## src/rtl/wdt_pkg.sv

```systemverilog
package wdt_pkg;

    typedef enum logic [1:0] {
        WS_IDLE   = 2'd0,
        WS_COUNT  = 2'd1,
        WS_BARKED = 2'd2,
        WS_BITTEN = 2'd3
    } wdt_state_e;

    localparam logic [7:0] OFS_PET    = 8'h04;
    localparam logic [7:0] OFS_ENABLE = 8'h08;
    localparam logic [7:0] OFS_STATUS = 8'h0C;
    localparam logic [7:0] OFS_BARK   = 8'h10;
    localparam logic [7:0] OFS_BITE   = 8'h14;

endpackage

```

## src/rtl/wdt_regfile.sv

```systemverilog
module wdt_regfile
    import wdt_pkg::*;
#(
    parameter int CNT_W  = 20,
    parameter int DATA_W = 32,
    parameter int ADDR_W = 5
) (
    input  logic              clk,
    input  logic              rst_n,
    input  logic              bus_sel,
    input  logic              bus_wr,
    input  logic [ADDR_W-1:0] bus_addr,
    input  logic [DATA_W-1:0] bus_wdata,
    input  logic [CNT_W-1:0]  count_i,
    output logic [DATA_W-1:0] rdata_o,
    output logic              en_o,
    output logic              pet_o,
    output logic [CNT_W-1:0]  bark_thr_o,
    output logic [CNT_W-1:0]  bite_thr_o
);

    logic wr_en, wr_bark, wr_bite;

    assign wr_en   = bus_sel && bus_wr && (bus_addr == OFS_ENABLE[ADDR_W-1:0]);
    assign wr_bark = bus_sel && bus_wr && (bus_addr == OFS_BARK[ADDR_W-1:0]);
    assign wr_bite = bus_sel && bus_wr && (bus_addr == OFS_BITE[ADDR_W-1:0]);
    assign pet_o   = bus_sel && bus_wr && (bus_addr == OFS_PET[ADDR_W-1:0])
                     && bus_wdata[0];

    always_ff @(posedge clk or negedge rst_n) begin
        if (!rst_n) begin
            en_o       <= 1'b0;
            bark_thr_o <= '0;
            bite_thr_o <= '0;
        end else begin
            if (wr_en)   en_o       <= bus_wdata[0];
            if (wr_bark) bark_thr_o <= bus_wdata[CNT_W-1:0];
            if (wr_bite) bite_thr_o <= bus_wdata[CNT_W-1:0];
        end
    end

    always_comb begin
        rdata_o = '0;
        if (bus_addr == OFS_ENABLE[ADDR_W-1:0]) begin
            rdata_o[0] = en_o;
        end else if (bus_addr == OFS_STATUS[ADDR_W-1:0]) begin
            rdata_o[0]       = en_o;
            rdata_o[CNT_W:1] = count_i;
        end else if (bus_addr == OFS_BARK[ADDR_W-1:0]) begin
            rdata_o[CNT_W-1:0] = bark_thr_o;
        end else if (bus_addr == OFS_BITE[ADDR_W-1:0]) begin
            rdata_o[CNT_W-1:0] = bite_thr_o;
        end
    end

    AST_EN_HOLDS: assert property (@(posedge clk) disable iff (!rst_n)
        !wr_en |=> (en_o == $past(en_o)))
        else $error("enable bit changed without a write");

endmodule

```

## src/rtl/wdt_counter.sv

```systemverilog
module wdt_counter #(
    parameter int CNT_W = 20
) (
    input  logic             clk,
    input  logic             rst_n,
    input  logic             pet_i,
    input  logic             run_i,
    input  logic             tick_i,
    output logic [CNT_W-1:0] count_o
);

    localparam logic [CNT_W-1:0] CNT_MAX = {CNT_W{1'b1}};

    always_ff @(posedge clk or negedge rst_n) begin
        if (!rst_n) begin
            count_o <= '0;
        end else if (pet_i) begin
            count_o <= '0;
        end else if (run_i && tick_i && (count_o != CNT_MAX)) begin
            count_o <= count_o + 1'b1;
        end
    end

    AST_COUNT_STEP: assert property (@(posedge clk) disable iff (!rst_n)
        (count_o != $past(count_o)) |->
            ((count_o == $past(count_o) + 1'b1) || (count_o == '0)))
        else $error("count moved by more than one");

    AST_NO_WRAP: assert property (@(posedge clk) disable iff (!rst_n)
        ($past(count_o) == CNT_MAX && !$past(pet_i)) |-> (count_o == CNT_MAX))
        else $error("count wrapped");

endmodule

```

## src/rtl/wdt_fsm.sv

```systemverilog
module wdt_fsm
    import wdt_pkg::*;
#(
    parameter int CNT_W = 20
) (
    input  logic             clk,
    input  logic             rst_n,
    input  logic             en_i,
    input  logic [CNT_W-1:0] count_i,
    input  logic [CNT_W-1:0] bark_thr_i,
    input  logic [CNT_W-1:0] bite_thr_i,
    output wdt_state_e       state_o,
    output logic             bark_irq_o,
    output logic             bite_req_o
);

    wdt_state_e state_q, state_d;
    logic bark_hit, bite_hit;

    assign bark_hit = (bark_thr_i != '0) && (count_i >= bark_thr_i);
    assign bite_hit = (bite_thr_i != '0) && (count_i >= bite_thr_i);

    always_comb begin
        state_d = state_q;
        unique case (state_q)
            WS_IDLE:   if (en_i) state_d = WS_COUNT;
            WS_COUNT: begin
                if (!en_i)         state_d = WS_IDLE;
                else if (bite_hit) state_d = WS_BITTEN;
                else if (bark_hit) state_d = WS_BARKED;
            end
            WS_BARKED: begin
                if (!en_i)          state_d = WS_IDLE;
                else if (bite_hit)  state_d = WS_BITTEN;
                else if (!bark_hit) state_d = WS_COUNT;
            end
            WS_BITTEN: state_d = WS_BITTEN;
        endcase
    end

    always_ff @(posedge clk or negedge rst_n) begin
        if (!rst_n) state_q <= WS_IDLE;
        else        state_q <= state_d;
    end

    always_ff @(posedge clk or negedge rst_n) begin
        if (!rst_n) begin
            bark_irq_o <= 1'b0;
            bite_req_o <= 1'b0;
        end else begin
            bark_irq_o <= (state_q == WS_COUNT) && en_i && bark_hit;
            bite_req_o <= (state_d == WS_BITTEN);
        end
    end

    assign state_o = state_q;

    AST_BARK_PULSE: assert property (@(posedge clk) disable iff (!rst_n)
        bark_irq_o |=> !bark_irq_o)
        else $error("bark held for more than one cycle");

    AST_BITE_STICKY: assert property (@(posedge clk) disable iff (!rst_n)
        bite_req_o |=> bite_req_o)
        else $error("bite request dropped");

    AST_ZERO_BARK_LIMIT: assert property (@(posedge clk) disable iff (!rst_n)
        ($past(bark_thr_i) == '0) |-> !bark_irq_o)
        else $error("bark with zero limit");

endmodule

```

## src/rtl/wdt_bark_bite.sv

```systemverilog
module wdt_bark_bite
    import wdt_pkg::*;
#(
    parameter int CNT_W  = 20,
    parameter int DATA_W = 32,
    parameter int ADDR_W = 5
) (
    input  logic              clk,
    input  logic              rst_n,
    input  logic              tick_en,
    input  logic              bus_sel,
    input  logic              bus_wr,
    input  logic [ADDR_W-1:0] bus_addr,
    input  logic [DATA_W-1:0] bus_wdata,
    output logic [DATA_W-1:0] bus_rdata,
    output logic              bark_irq,
    output logic              bite_req
);

    logic             en;
    logic             pet_wr;
    logic             pet_ok;
    logic             run;
    logic [CNT_W-1:0] count;
    logic [CNT_W-1:0] bark_thr;
    logic [CNT_W-1:0] bite_thr;
    wdt_state_e       state;

    assign run    = en && ((state == WS_COUNT) || (state == WS_BARKED));
    assign pet_ok = pet_wr && (state != WS_BITTEN);

    wdt_regfile #(.CNT_W(CNT_W), .DATA_W(DATA_W), .ADDR_W(ADDR_W)) u_regs (
        .clk        (clk),
        .rst_n      (rst_n),
        .bus_sel    (bus_sel),
        .bus_wr     (bus_wr),
        .bus_addr   (bus_addr),
        .bus_wdata  (bus_wdata),
        .count_i    (count),
        .rdata_o    (bus_rdata),
        .en_o       (en),
        .pet_o      (pet_wr),
        .bark_thr_o (bark_thr),
        .bite_thr_o (bite_thr)
    );

    wdt_counter #(.CNT_W(CNT_W)) u_count (
        .clk     (clk),
        .rst_n   (rst_n),
        .pet_i   (pet_ok),
        .run_i   (run),
        .tick_i  (tick_en),
        .count_o (count)
    );

    wdt_fsm #(.CNT_W(CNT_W)) u_fsm (
        .clk        (clk),
        .rst_n      (rst_n),
        .en_i       (en),
        .count_i    (count),
        .bark_thr_i (bark_thr),
        .bite_thr_i (bite_thr),
        .state_o    (state),
        .bark_irq_o (bark_irq),
        .bite_req_o (bite_req)
    );

    AST_FROZEN_OFF: assert property (@(posedge clk) disable iff (!rst_n)
        (!en && !pet_wr) |=> $stable(count))
        else $error("count moved while disabled");

    AST_PET_CLEARS: assert property (@(posedge clk) disable iff (!rst_n)
        (pet_wr && !bite_req) |=> (count == '0))
        else $error("restart did not clear count");

    AST_NO_BARK_OFF: assert property (@(posedge clk) disable iff (!rst_n)
        !$past(en) |-> !bark_irq)
        else $error("bark while disabled");

endmodule

```

## config.mk

```make
export PLATFORM = sky130hd
export DESIGN_NAME = wdt_bark_bite
export DESIGN_NICKNAME = d
export VERILOG_FILES = /design/src/rtl/wdt_pkg.sv /design/src/rtl/wdt_regfile.sv /design/src/rtl/wdt_counter.sv /design/src/rtl/wdt_fsm.sv /design/src/rtl/wdt_bark_bite.sv
export SDC_FILE = /design/constraint.sdc
export NUM_CORES = 1
export LEC_CHECK = 0
export BUFFER_PORTS_ARGS = -buffer_cell sky130_fd_sc_hd__buf_2
export CORE_MARGIN = 2
export CORE_UTILIZATION = 50
export DETAILED_ROUTE_END_ITERATION = 7
export PLACE_DENSITY = 0.72
export SETUP_SLACK_MARGIN = 0.15
export SLEW_MARGIN = 25
export SYNTH_ARGS = -nofsm -noshare
export SYNTH_HDL_FRONTEND = slang
export SYNTH_HIERARCHICAL = 1
export SYNTH_SLANG_ARGS = --single-unit
```

## constraint.sdc

```tcl
create_clock -name clk -period 4.4 [get_ports clk]
set_clock_uncertainty 0.05 [all_clocks]
set_input_delay 0 -clock clk [delete_from_list [all_inputs] [get_ports clk]]
set_output_delay 0 -clock clk [all_outputs]
set_load 0.02 [all_outputs]
```

==> out/summary.txt <==
Status -> completed
Total Routing Usage GR -> 24.56%
Pre-CTS WS -> 2061 ps
Final worst path period need -> 2406 ps
First-pass GRT wire length -> 19.06 mm
Drt pass-1 iters -> 5
Port buffer count -> 52
Ys Warns -> 6
Setup Viol. Count Final -> 0
Post-Synth Simple-Gate Area -> 15.79%
Compound-Gate Fraction of Synth Area -> 11.46%
Via count -> 3,760
Period utilization -> 54.69%
Initial antenna violation count -> 0
Clk Latency, worst-skew pair -> 350 ps
Number of global-route vias before repair -> 3,670
Primary FF master, synth -> dfrtp_1
Placed cell areas -> 4867 um^2
Row count -> 34
Final net count -> 604
WP buf/inv -> 0
P_sw -> 0.5159 mW
Layout area overhead -> 16.12%
Vias per cell -> 5.940
Post-DP HPWL -> 8.236 mm
Post-DRT Antenna Nets -> 0
Hold Crit Class -> primary input to flop
Root buf cell -> clkbuf_8
CP Class -> flop to flop
CTS tree -> yes
Setup total negative slack -> 0 ps
Worst-path clk slew -> 80 ps
# fillers -> 749
Synth cell types -> 54
Async SR Flop Fraction -> 100.0%
CTS Buf Count -> 9
Peak supply drop -> 205.9 uV
Core area -> 8806 um^2
Unrepaired setup endpoints after global routing -> no
Hold Vio Cnt, Final -> 0
Placed cell count -> 596
Largest net degree at the start of global routing -> 66
Die height -> 99.78 um
Synth Register Bits -> 65
Worst path arrival time -> 2590 ps
Slew Viols, Final -> 0
Post-synthesis mux area share -> 14.89%
Clock sink count -> 65
CP Cell Sequence -> nand3_2 -> nor4b_4 -> a21oi_1 -> nand4_1 -> mux2_2
Post-route insts no fill -> 633
Sequential share of power -> 42.9%
Setup crit end kind -> flop
Leak -> 2.550 nW
Max incr delay on CP -> 870 ps
Crit-path max FO -> 18
Die W -> 99.78 um
Multi-input gate area -> 2665 um^2
Max-Slew Margin vs Limit -> 34.58%
CP delay by family, top -> simple AND/OR/NAND/NOR gates
MaxCap Viol Count -> 0
Layout cell share with drive strength beyond 1 -> 25.14%
Overflow after GRT -> 0
Slew at the pin closest to its max-slew limit -> 981.3 ps
Number of synthesized flops with an enable pin -> 0
Antenna Cells -> 0
Htree depth -> 3
GP Congestion -> 0.8947
Register area -> 1627 um^2
Routed WL per cell -> 18.24 um
Die area -> 9956 um^2
Setup repair bufs after CTS -> 0
Gate power share -> 19.7%
Starting density of the core -> 52.09%
Syn_area_per_cell -> 10.15 um^2
Cells after Synth -> 452
Post-synthesis sequential area ratio -> 35.46%
Int Pwr -> 1.197 mW
Syn Std Cell Area -> 4587 um^2
Power density over the cells -> 321.5 nW/um^2
Sw Share -> 30.13%
Critical path startpoint category -> flop
Drc violations -> 0
Final Worst Setup Slack -> 1994 ps
Initial drt markers -> 201
Max Root-Sink Buffers -> 2
Max Freq -> 415.6 MHz
PostCTS Resize Cnt -> 0
Final instance area -> 5326 um^2
Count of boundary I/O pins -> 76
Xor-xnor portion of the synthesized cell area -> 3.437%
Synth Area in Adders -> 11.46%
Worst path slowest cell -> nor4b_4
Largest family of logic cells by synthesized area -> simple AND/OR/NAND/NOR gates
DRT Wirelength -> 11.54 mm
CP Data Required Time -> 4590 ps
Clock network fraction of total power -> 37.4%
==> synthesized netlist by cell type, drive strengths merged (4+ instances only) <==
| library cell | instances | area (um^2) |
|---|---|---|
| clkbuf | 6 | 22.52 |
| dfrtp | 65 | 1627 |
| buf | 22 | 160.1 |
| mux2i | 21 | 210.2 |
| o2bb2ai | 19 | 166.4 |
| nand3 | 10 | 60.06 |
| a21oi | 27 | 135.1 |
| and3 | 6 | 38.79 |
| nor4 | 13 | 87.58 |
| inv | 42 | 157.7 |
| nor3 | 7 | 51.30 |
| and2 | 7 | 43.79 |
| xnor2 | 17 | 148.9 |
| o21ai | 9 | 45.04 |
| nor2 | 24 | 90.09 |
| a211oi | 5 | 37.54 |
| mux2 | 42 | 473.0 |
| nand4 | 10 | 75.07 |
| and4 | 4 | 35.03 |
| ha | 42 | 525.5 |
| nand2 | 25 | 103.9 |
==> power groups by stage <==
stage | Sequential (mW) | Clock, mW | Combinational, mW
6_report | 0.734 | 0.640 | 0.338
5_1_grt | 0.742 | 0.680 | 0.381
4_1_cts | 0.733 | 0.657 | 0.335
3_5_place_dp | 0.745 | 0 | 0.318
3_3_place_gp | 0.743 | 0 | 0.304
2_1_floorplan | 0.710 | 0 | 0.249
==> kinds of logic (layout without fill, tap and decap cells) <==
group           count (synthesis)  count (layout)
other cells                     1              11
xor+xnor                       18              18
compound gates                 74              74
simple gates                  119             119
buf+inv                        70             133
flops                          65              65
mux                            63              63
fa+ha+maj                      42              42
==> worst paths after layout <==
path,depth (start not counted),start,to,slack (ps)
setup / recovery,5,u_count/count_o[14],u_count/count_o[13],1990
hold / removal,4,bus_addr[1],u_regs/en_o,110
setup reg to reg,5,u_count/count_o[14],u_count/count_o[13],1990
hold reg to reg,1,u_regs/bite_thr_o[4],u_regs/bite_thr_o[4],520
max in group asynchronous,3,rst_n,u_regs/bark_thr_o[19],3420
min in group asynchronous,3,rst_n,u_count/count_o[14],300
==> worst min-delay path, delay by kind of cell <==
kind / cells / cell delay [ps]
buffers and inverters: 1 / 110
and+or+nand+nor: 2 / 160
muxes: 1 / 210
==> layout make-up <==
type                    count  area share, %
clock buffers               9          2.326
clock inverters             7          2.349
inverters                  42          2.960
multi-input cells         327          50.04
flip-flops and latches     65          30.54
well taps                 108          2.537
repair buffers             75          9.255
==> state kept, by name, summed over array words and instances (netlist names) <==
register           flops
u_count/count_o       20
u_fsm/bark_irq_o       1
u_fsm/bite_req_o       1
u_fsm/state_o          2
u_regs/bark_thr_o     20
u_regs/bite_thr_o     20
u_regs/en_o            1
==> through the flow <==
| stage | power (mW) | utilization, % | hold WS (ps) |
|---|---|---|---|
| 2_1_floorplan | 0.9591 | - | -345.6 |
| 3_3_place_gp | 1.047 | 55.04 | 175.4 |
| 3_5_place_dp | 1.064 | 55.27 | 189.1 |
| 4_1_cts | 1.725 | 60.49 | 92.62 |
| 5_1_grt | 1.804 | 60.49 | 134.2 |
| 6_report | 1.712 | 60.49 | 108.1 |
==> cells in the final DEF (no fill, tap or decap), types with 21 or more instances in the layout <==
cell type and n:
dfrtp_1 65, buf_2 52, ha_1 42, mux2_2 42, inv_1 42, a21oi_1 27
nor2_1 23, nand2_1 23, dlygate4sd3_1 21, mux2i_1 21
==> per-layer routing <==
metal	wire (um)	track usage, %
met5	0	0
met4	141	7.165
met3	681	4.735
met2	5703	41.01
met1	5017	32.61
==> timing repair <==
| action | CTS | global route |
|---|---|---|
| endpoints found under the setup margin | 0 | 0 |
| hold buffers | 21 | 0 |
| endpoints found under the hold margin | 106 | 0 |
Note: power is estimated with default switching activity, not from simulation.
